===== src/rtl/lseq_pkg.sv =====
package lseq_pkg;

    typedef enum logic [2:0] {
        ST_OFF       = 3'd0,
        ST_INIT      = 3'd1,
        ST_SLV_CLK   = 3'd2,
        ST_MST_TX    = 3'd3,
        ST_MST_PHASE = 3'd4,
        ST_TRAIN     = 3'd5,
        ST_DATA      = 3'd6
    } lseq_state_e;

    typedef struct packed {
        lseq_state_e state;
    } lseq_regs_t;

endpackage


===== src/rtl/lseq_wait_timer.sv =====
module lseq_wait_timer #(
    parameter int LEN = 16
) (
    input  logic clk,
    input  logic rst_n,
    input  logic tick,
    input  logic start,
    output logic done
);
    localparam int W = $clog2(LEN + 1);

    typedef struct packed {
        logic [W-1:0] cnt;
    } tmr_t;

    tmr_t tmr_d, tmr_q;

    always_comb begin
        tmr_d = tmr_q;
        if (start) begin
            tmr_d.cnt = W'(LEN);
        end else if (tick && (tmr_q.cnt != '0)) begin
            tmr_d.cnt = tmr_q.cnt - 1'b1;
        end
    end

    always_ff @(posedge clk or negedge rst_n) begin
        if (!rst_n) begin
            tmr_q <= '0;
        end else begin
            tmr_q <= tmr_d;
        end
    end

    assign done = (tmr_q.cnt == '0);

    AST_TMR_DONE_HOLDS: assert property (@(posedge clk) disable iff (!rst_n)
        (done && !start) |=> done);
    AST_TMR_IN_RANGE: assert property (@(posedge clk) disable iff (!rst_n)
        start |=> !done);

endmodule


===== src/rtl/lseq_tx_map.sv =====
module lseq_tx_map
    import lseq_pkg::*;
(
    input  lseq_state_e state,
    output logic        send,
    output logic        up
);
    always_comb begin
        send = 1'b0;
        up   = 1'b0;
        case (state)
            ST_MST_TX, ST_MST_PHASE, ST_TRAIN: send = 1'b1;
            ST_DATA: begin
                send = 1'b1;
                up   = 1'b1;
            end
            default: send = 1'b0;
        endcase
    end
endmodule


===== src/rtl/phy_link_sequencer.sv =====
module phy_link_sequencer
    import lseq_pkg::*;
#(
    parameter int MIN_WAIT = 16,
    parameter int MAX_WAIT = 3000
) (
    input  logic       clk,
    input  logic       rst_n,
    input  logic       sym_en,
    input  logic       link_en,
    input  logic       an_done,
    input  logic       is_master,
    input  logic       peer_tx_seen,
    input  logic       phase_lock,
    input  logic       clock_lock,
    input  logic       rx_ok,
    input  logic       snr_ok,
    input  logic       peer_ready,
    output logic [2:0] state_o,
    output logic       tx_send,
    output logic       link_up
);
    lseq_regs_t seq_d, seq_q;
    logic min_start, max_start;
    logic min_done, max_done;
    logic in_acq;

    lseq_wait_timer #(.LEN(MIN_WAIT)) i_min_tmr (
        .clk   (clk),
        .rst_n (rst_n),
        .tick  (sym_en),
        .start (min_start),
        .done  (min_done)
    );

    lseq_wait_timer #(.LEN(MAX_WAIT)) i_max_tmr (
        .clk   (clk),
        .rst_n (rst_n),
        .tick  (sym_en),
        .start (max_start),
        .done  (max_done)
    );

    always_comb begin
        seq_d = seq_q;
        if (!link_en) begin
            seq_d.state = ST_OFF;
        end else begin
            case (seq_q.state)
                ST_OFF:       if (an_done) seq_d.state = ST_INIT;
                ST_INIT:      seq_d.state = is_master ? ST_MST_TX : ST_SLV_CLK;
                ST_SLV_CLK: begin
                    if (max_done)                    seq_d.state = ST_OFF;
                    else if (clock_lock && min_done) seq_d.state = ST_TRAIN;
                end
                ST_MST_TX: begin
                    if (max_done)                      seq_d.state = ST_OFF;
                    else if (peer_tx_seen && min_done) seq_d.state = ST_MST_PHASE;
                end
                ST_MST_PHASE: begin
                    if (max_done)                    seq_d.state = ST_OFF;
                    else if (phase_lock && min_done) seq_d.state = ST_TRAIN;
                end
                ST_TRAIN: begin
                    if (max_done) seq_d.state = ST_OFF;
                    else if (rx_ok && snr_ok && peer_ready && min_done)
                        seq_d.state = ST_DATA;
                end
                ST_DATA:      seq_d.state = ST_DATA;
                default:      seq_d.state = ST_OFF;
            endcase
        end
        min_start = (seq_d.state != seq_q.state) &&
                    (seq_d.state inside {ST_SLV_CLK, ST_MST_TX, ST_MST_PHASE,
                                         ST_TRAIN, ST_DATA});
        max_start = (seq_d.state == ST_INIT) && (seq_q.state != ST_INIT);
    end

    always_ff @(posedge clk or negedge rst_n) begin
        if (!rst_n) begin
            seq_q.state <= ST_OFF;
        end else begin
            seq_q <= seq_d;
        end
    end

    lseq_tx_map i_tx_map (
        .state (seq_q.state),
        .send  (tx_send),
        .up    (link_up)
    );

    assign state_o = seq_q.state;
    assign in_acq  = seq_q.state inside {ST_SLV_CLK, ST_MST_TX, ST_MST_PHASE, ST_TRAIN};

    AST_DROP_TO_OFF: assert property (@(posedge clk) disable iff (!rst_n)
        !link_en |=> (state_o == 3'd0));
    AST_OFF_EXIT: assert property (@(posedge clk) disable iff (!rst_n)
        (seq_q.state == ST_OFF && !an_done) |=> (state_o == 3'd0));
    AST_INIT_MASTER: assert property (@(posedge clk) disable iff (!rst_n)
        (seq_q.state == ST_INIT && link_en && is_master) |=> (state_o == 3'd3));
    AST_INIT_SLAVE: assert property (@(posedge clk) disable iff (!rst_n)
        (seq_q.state == ST_INIT && link_en && !is_master) |=> (state_o == 3'd2));
    AST_MIN_GATE: assert property (@(posedge clk) disable iff (!rst_n)
        (in_acq && !min_done && !max_done && link_en) |=> $stable(state_o));
    AST_MAX_ABORT: assert property (@(posedge clk) disable iff (!rst_n)
        (in_acq && max_done) |=> (state_o == 3'd0));
    AST_DATA_HOLD: assert property (@(posedge clk) disable iff (!rst_n)
        (seq_q.state == ST_DATA && link_en) |=> (state_o == 3'd6));
    AST_TRAIN_HOLD: assert property (@(posedge clk) disable iff (!rst_n)
        (seq_q.state == ST_TRAIN && link_en && !max_done && !(rx_ok && snr_ok && peer_ready))
        |=> (state_o == 3'd5));
    AST_SLAVE_SILENT: assert property (@(posedge clk) disable iff (!rst_n)
        (seq_q.state == ST_SLV_CLK) |-> !tx_send);

endmodule


===== config.mk =====
export PLATFORM = sky130hd
export DESIGN_NAME = phy_link_sequencer
export DESIGN_NICKNAME = d
export VERILOG_FILES = /design/src/rtl/lseq_pkg.sv /design/src/rtl/lseq_wait_timer.sv /design/src/rtl/lseq_tx_map.sv /design/src/rtl/phy_link_sequencer.sv
export SDC_FILE = /design/constraint.sdc
export NUM_CORES = 1
export LEC_CHECK = 0
export ABC_AREA = 1
export CORE_MARGIN = 8
export CORE_UTILIZATION = 54
export DETAILED_ROUTE_END_ITERATION = 10
export PLACE_DENSITY = 0.77
export SLEW_MARGIN = 20
export SYNTH_ARGS = -nofsm -noshare
export SYNTH_HDL_FRONTEND = slang
export SYNTH_HIERARCHICAL = 1
export SYNTH_SLANG_ARGS = --single-unit

===== constraint.sdc =====
create_clock -name clk -period 4.47 [get_ports clk]
set_input_delay 0.447 -clock clk [delete_from_list [all_inputs] [get_ports clk]]
set_output_delay 0.447 -clock clk [all_outputs]
set_load 0.01 [all_outputs]

==> results.md, run 1 <==
STA:
- The final hold violation count is 0.
- The count of final max-slew check failures is 0.
- The worst hold margin is 492 ps.
- The slew at the pin closest to its max-slew limit is 914 ps.
- Measured against its own limit, the worst slew margin works out to 38.9%.
- Setup repair after global routing left no endpoint under its margin.
- The highest achievable clock rate is 335 MHz.
- Adding up every negative setup slack in the final design gives 0 ps.
- The post-route clock period utilization is 66.9%.
- The final critical path time including I/O delays and setup is 2990 ps.
- Between clock sinks in the finished design, the worst skew comes to 2.98 ps.
- The number of setup violations in the final report is 0.

Cells and area:
- The post-route netlist has 16.3% of its cells at a drive strength greater than 1.
- After the last flow step, the layout net total stands at 273.
- The antenna diode instance count is 0.
- The count of filler cells inserted in the layout is 272.
- The final core utilization is 62.2%.
- Relative to the synthesized area, the layout overhead comes to 13.3%.

Die:
- The full die area is 5010 um2.
- The chip height is 70.8 um.
- The chip width is 70.8 um.
- The number of placement rows is 20.
- During I/O placement, the number of pins put on the boundary was 17.
- The starting utilization of the core area is 54.9%.
- The core region is 2950 um2.

Synthesis:
- After synthesis, flip-flops and latches occupy 30.9% of the total area.
- The synthesized area divided by synthesized cell count is 6.73 um2.
- The number of enable flip-flop cells after synthesis is 0.
- The gate count of the mapped netlist is 241.
- The leading cell type by number of instances after synthesis is nand2_1.
- The post-synthesis sequential element count is 20.
- The commonest cells after synthesis are nand2_1, nand3_1, inv_1.
- The synthesized design devotes to its leading area cell type 30.9% of total area.
- Counting flops with an async set or reset pin after synthesis yields a share of 100%.
- After synthesis, the netlist uses 29 different library cells.
- The total nets after synthesis is 256.
- The total standard cell area after synthesis is 1620 um2.
- Among all flip-flop cells after synthesis, the most frequent one is dfrtp_1.
- Sorting the synthesized cells by area gives the leading types as dfrtp_1, nand2_1, nand3_1, inv_1, nor2_1.
- Summed over all instances, the cell type with the most area after synthesis is dfrtp_1.
- The number of warnings issued by yosys is 6.

Min path:
- The worst hold path belongs to the class reg -> reg.
- The worst min-delay path startpoint is i_min_tmr/tmr_q[4].
- For hold timing, the worst endpoint is i_min_tmr/tmr_q[4].
- The worst hold path stage count is 2.

Setup path:
- The arrival time at the worst endpoint is 3190 ps.
- The worst-path maximum fanout is 15.
- The worst reg2reg path depth is 17.
- The buffer and inverter count on the worst path is 5.
- The critical setup path kind is reg -> reg.
- The critical path startpoint category is a flop.
- The family with the most delay on the worst path is simple AND/OR/NAND/NOR gates.
- The worst-case register-to-register setup slack is 1480 ps.
- The required time of the critical path is 4670 ps.
- The slowest stage cell on the critical path is dfrtp_1.
- The kind of capture point of the worst setup path is a flop.
- The largest single stage delay on the critical path is 390 ps.
- The startpoint of the lowest-slack register-to-register path is i_max_tmr/tmr_q[0].
- The endpoint identified for the worst register-to-register timing path is i_max_tmr/tmr_q[10].
- The signal on the critical path passes through inv_1 > ha_1 > nand3_1 > nor4_1 > inv_2 > nand3_1 > nand2_1 > nand3_1 > nand3_2 > nand2_2 > inv_2 > nor3_1 > inv_1 > nand2_4 > inv_2 > nand2_1 > nand2_1.

Routing:
- The number of optimization iterations in the first detailed-route pass is 4.
- After detailed routing, the number of vias per cell comes to 5.36.
- The detailed router finished its first iteration with 93 violations.
- Once detail routing completed, the nets flagged for antenna violations numbered 0.
- After detailed routing, the number of remaining DRC violations is 0.
- Across all layers, the routed design uses 1554 vias.
- Dividing the detail-routed wire length by the instance count gives 12.1 um.
- The final layout contains routed wiring with a total length of 3520 um.

Clock network:
- The source-to-sink clock delay at the later pin of the worst-skew pair is 300 ps.
- In this run, post-CTS hold repair placed 0 buffers.
- Gates resized during post-CTS repair numbered 0.
- The total CTS buffers is 3.
- The CTS clock-pin slew for the worst setup and hold paths is 120 ps.
- TritonCTS built the clock tree.
- The number of buffers on the longest clock path is 2.
- CTS saw 20 sinks.
- CTS built an H-tree with a depth of 1.
- The post-CTS setup buffer count is 0.
- The root cell of the clock tree is clkbuf_4.

Global routing:
- The first-pass GRT wire length is 6280 um.
- The initial antenna violation count is 0.
- Entering global routing, the biggest net connects 21 pins.
- After global routing the overflow that remains totals 0.
- The via count of the first global-routing pass came to 1461.
- The global router's overall resource usage is 14.8%.

Power and ir drop:
- VDD sags by at most 0.000311 V.
- Overall power consumption after layout is estimated at 931 uW.
- The leakage power figure is 0.000938 uW.
- The power density of the placed cells is 507 nW/um2.

Placed design:
- The congestion estimate from routability-driven global placement came to 0.874.
- The placed wire-length estimate is 2680 um.
- The count of input and output buffers is 16.

Flow run:
- The reported max-cap violation count is 0.

Status:
- The run finished with clean final reports.
-- stage by stage --
step / instance area, um2 / instances / worst slack [ps]
floorplan: 1620 / 241 / 2010
finish: 1840 / 290 / 1480
global placement: 1790 / 286 / 1630
detailed placement: 1790 / 286 / 1510
global route: 1840 / 290 / 1070
CTS: 1840 / 290 / 1490
-- worst max path at each step --
stage | to | cells past startpoint | from | slack (ps)
after detailed placement | i_max_tmr/tmr_q[10] | 17 | i_max_tmr/tmr_q[0] | 1510
final | i_max_tmr/tmr_q[10] | 17 | i_max_tmr/tmr_q[0] | 1480
after global placement | i_max_tmr/tmr_q[11] | 17 | i_max_tmr/tmr_q[0] | 1630
after CTS | i_max_tmr/tmr_q[10] | 17 | i_max_tmr/tmr_q[0] | 1490
after floorplan | i_max_tmr/tmr_q[0] | 16 | i_max_tmr/tmr_q[0] | 2010
after global routing | i_max_tmr/tmr_q[2] | 17 | i_max_tmr/tmr_q[0] | 1070
-- power breakdown --
group	total (uW)	switching, uW	internal (uW)
clock	150	59.9	90.6
combinational	446	273	173
sequential	335	85.4	249
total	931	418	513
-- registers in the layout (all words and copies together) (netlist names) --
signal and count:
i_min_tmr/tmr_q 5, state_o 3, i_max_tmr/tmr_q 12
-- layout by cell type, fill, tap and decap left out, types with 2 or more instances in the layout --
| cell | n |
|---|---|
| nand3_2 | 3 |
| inv_2 | 6 |
| nand4_1 | 8 |
| inv_1 | 25 |
| o21ai_2 | 8 |
| nor2_2 | 9 |
| nand2_4 | 2 |
| nand2_2 | 4 |
| ha_1 | 3 |
| nand2_1 | 77 |
| nor2_1 | 21 |
| nand3_1 | 31 |
| dfrtp_1 | 20 |
| o21ai_0 | 5 |
| clkbuf_4 | 3 |
| clkdlybuf4s50_1 | 16 |
| xor2_1 | 2 |
| nor2_4 | 2 |
-- cell families (layout without fill, tap and decap cells) --
family	count (synthesis)	after routing	synth area share [%]
buf+inv	37	53	10.2
fa+ha+maj	3	3	2.32
compound gates	17	17	7.64
xor+xnor	3	3	1.62
flops	20	20	30.9
simple gates	161	161	47.4
-- metal layers --
layer  vias up  wire length [um]  GRT usage (%)  part of all wire (%)
met5         -                 0              0                     0
met4         0                46           3.23                   1.3
met3         8               255           3.53                   7.3
met2        45              1630           25.6                    46
met1       691              1580           17.9                    45
li1        810                 -              -                     -
-- worst min-delay path: cells and delay by family (launching register included) --
family,cells,cell delay (ps)
flip-flops,1,360
AND/OR/NAND/NOR,2,110
-- cell type report --
type	instances	area, um2	share of cell area [%]
Tap cell	33	41.3	2.25
Multi-Input combinational cell	184	956	52.0
Sequential cell	20	500	27.2
Clock buffer	3	22.5	1.23
Clock inverter	1	30.0	1.63
Inverter	33	128	6.94
Timing Repair Buffer	16	160	8.71
No activity file was read; power rests on OpenSTA's default activity.
==> run 2, diff against run 1 <==
==> constraint.sdc (replaced) <==
create_clock -name clk -period 2.78 [get_ports clk]
set_input_delay 0.278 -clock clk [delete_from_list [all_inputs] [get_ports clk]]
set_output_delay 0.278 -clock clk [all_outputs]
set_load 0.01 [all_outputs]
==> run 2 against run 1 <==
Non-clock buffer count rose by 7. Hold slack got worse by 20 ps. Sequential power rose by 59%. Die area did not move. Critical path depth fell by 1. Combinational power rose by 65%. Worst setup slack got worse by 1200 ps. First-iteration DRC count fell by 24%. Global-route usage fell by 0.072 points. Final area rose by 3.5%. Sequential share of layout area fell by 0.93 points. Cell count rose by 2.4%.
==> results.md, run 2 (synthesis gave the netlist of run 1 again) <==
Global routing:
- The global router's overall resource usage is 14.7% (-0.072 points).
- The global-route met1 utilization came to 17.6% (-0.30 points).
- The layer with the highest usage after global routing is met2.
- The first-pass GRT wire length came to 6170 um (-1.8%).
- The met2 track demand over resource in global routing is 25.4% (-0.21 points).
- The global-route congestion overflow total is 0 (unchanged).
- The initial antenna violation count is 0 (unchanged).
- The met3 track demand over resource came to 3.39% (-0.14 points).
- The maximum number of pins on one net before global-route repair came to 21 (unchanged).
- The via count of the first global-routing pass is 1448 (-0.89%).

STA:
- The final hold violation count is 0 (unchanged).
- The final critical path time including I/O delays and setup is 2460 ps (-533 ps).
- The highest achievable clock rate is 407 MHz (+22%).
- The final worst clock skew came to 7.43 ps (+4.45 ps).
- Setup repair after global routing left no endpoint under its margin.
- The final-layout setup total negative slack was 0 ps (unchanged).
- The max-slew headroom at the worst pin came to 39.8% (+0.86 points).
- The post-route clock period utilization is 88.3% (+21 points).
- The number of setup violations in the final report is 0 (unchanged).
- The slew at the pin closest to its max-slew limit is 901 ps (-12.9 ps).
- The worst hold margin came to 472 ps (-19.7 ps).
- The smallest setup slack after layout is 324 ps (-1160 ps).
- The count of final max-slew check failures is 0 (unchanged).

Placed design:
- The count of input and output buffers came to 16 (unchanged).
- The worst setup timing slack at the placement stage is 252 ps (-1260 ps).
- The placed cell area is 1810 um2 (+1.3%).
- The placed wire-length estimate is 2640 um (-1.3%).
- The final estimated routing congestion in global placement is 0.884 (+1.2%).

Cells and area:
- The number of flip-flops under the largest register name came to 12 (unchanged).
- The antenna diode instance count is 0 (unchanged).
- The library cell used most frequently in the layout, excluding fill and tap cells, is nand2_1.
- Leaving out fill and tap cells, the most frequent cells in the layout are nand2_1, nand3_1, inv_1, nor2_1, dfrtp_1.
- The final net count is 280 (+2.6%).
- The finished layout cell area came to 1900 um2 (+3.5%).
- The final core utilization was 64.4% (+2.2 points).
- The count of filler cells inserted in the layout is 264 (-2.9%).
- The area overhead of the layout relative to synthesis is 17.4%.
- The share of final-layout standard cells stronger than drive strength 1 was 18.6% (+2.2 points).
- The register with the highest flop count is i_max_tmr/tmr_q.

Die:
- The starting utilization of the core area is 54.9% (unchanged).
- The number of top-level design ports is 17 (unchanged).
- The chip height is 70.8 um (unchanged).
- The number of placement rows is 20 (unchanged).
- The full die area is 5010 um2 (unchanged).
- The chip width is 70.8 um (unchanged).
- The floorplan core area was 2950 um2 (unchanged).

Min path:
- The class of the most critical hold timing path is in -> async.

Clock network:
- The root cell of the clock tree is clkbuf_4.
- The H-tree depth reported by CTS came to 1 (unchanged).
- The number of hold buffers added after CTS came to 0 (unchanged).
- The number of buffers on the longest clock path is 2 (unchanged).
- The total CTS buffers is 3 (unchanged).
- The number of cells upsized or downsized after cts is 0 (unchanged).
- The CTS clock-pin slew for the worst setup and hold paths is 120 ps (about the same).
- The source-to-sink clock delay at the later pin of the worst-skew pair is 300 ps (about the same).
- The number of clock sinks came to 20 (unchanged).
- The TritonCTS clock tree is yes.

Setup path:
- The arrival time at the worst endpoint came to 2690 ps (-500 ps).
- The worst setup path is captured at a flop.
- The worst setup path is of the reg -> reg kind.
- The worst-path maximum fanout is 10 (-5).
- The critical path startpoint category is a flop.
- The required time of the critical path is 3010 ps (-1660 ps).

Power and ir drop:
- The largest voltage drop on the vdd net is 0.000497 V (+60%).
- The leakage power figure is 0.000976 uW (+4.0%).
- The power density of the placed cells is 793 nW/um2 (+56%).

Status:
- The flow ran to the end, and the final reports show no timing, DRC or antenna violations.

Routing:
- The vias after detailed routing is 1527 (-1.7%).
- The number of optimization iterations in the first detailed-route pass is 4 (unchanged).
- The post-route DRC violation count is 0 (unchanged).
- The routed wire length is 3490 um (-0.74%).
- The routed length per placed instance is 11.8 um (-3.1%).
- The number of design-rule violations left by the first detailed-router iteration is 71 (-24%).
- The number of nets with antenna violations after routing was 0 (unchanged).
- The number of vias per cell after detailed routing is 5.14 (-4.1%).

Flow run:
- The reported max-cap violation count is 0 (unchanged).
-- run 2: through the flow --
stage               total power [uW]  cells
finish                          1510    297
global route                    1650    297
CTS                             1500    293
detailed placement              1260    289
global placement                1250    289
floorplan                       1100    241
-- run 2: path summary, 6_finish.rpt --
path | end | start | depth (start not counted) | slack [ps]
max | i_max_tmr/tmr_q[8] | i_max_tmr/tmr_q[5] | 16 | 320
min | i_max_tmr/tmr_q[11] | rst_n | 1 | 470
max reg2reg | i_max_tmr/tmr_q[8] | i_max_tmr/tmr_q[5] | 16 | 320
min reg2reg | i_min_tmr/tmr_q[0] | i_min_tmr/tmr_q[0] | 1 | 510
max in group asynchronous | i_max_tmr/tmr_q[4] | rst_n | 1 | 1760
min in group clk | i_min_tmr/tmr_q[0] | i_min_tmr/tmr_q[0] | 1 | 510
-- run 2: power breakdown --
group          internal, uW  total (uW)  switching [uW]
sequential              401         533             132
clock                   146         238            92.8
combinational           298         737             439
total                   845        1510             663
-- run 2: layer usage --
metal	routed length, um	vias to the layer above
li1	-	816
met1	1670	685
met2	1630	22
met3	158	4
met4	36	0
met5	0	-
-- run 2: final cells by class --
| type | count | area, um2 | share of cell area, % |
|---|---|---|---|
| Clock inverter | 1 | 30.0 | 1.58 |
| Inverter | 33 | 128 | 6.71 |
| Multi-Input combinational cell | 184 | 956 | 50.2 |
| Clock buffer | 3 | 22.5 | 1.18 |
| Timing Repair Buffer | 23 | 225 | 11.8 |
| Sequential cell | 20 | 500 | 26.3 |
| Tap cell | 33 | 41.3 | 2.17 |
-- run 2: worst max-delay path, stage by stage (launching register included) --
cell and delay [ps]:
dfrtp_1 440, nor2_2 200, nand2_1 100, nor4_1 300
inv_2 130, nand3_1 100, nand2_1 80, nand3_1 100
nand3_2 90, nand2_2 80, inv_2 50, nor3_1 230
inv_1 120, buf_4 190, nand3_1 100, nand2_2 60
o21ai_2 50
-- run 2: timing repair --
action | 4_1_cts | 5_1_grt
setup buffers | 0 | 4
endpoints found under the setup margin | 0 | 6
endpoints found under the hold margin | 0 | 0
==> run 3, diff against run 2 <==
--- a/config.mk
+++ b/config.mk
@@ -9,6 +9,8 @@
 export CORE_MARGIN = 8
 export CORE_UTILIZATION = 54
 export DETAILED_ROUTE_END_ITERATION = 10
+export GPL_TIMING_DRIVEN = 1
+export HOLD_SLACK_MARGIN = 0.08
 export PLACE_DENSITY = 0.77
 export SLEW_MARGIN = 20
 export SYNTH_ARGS = -nofsm -noshare
==> results of run 3 <==
No change in the layout: final DEF, timing and power equal those of run 2.
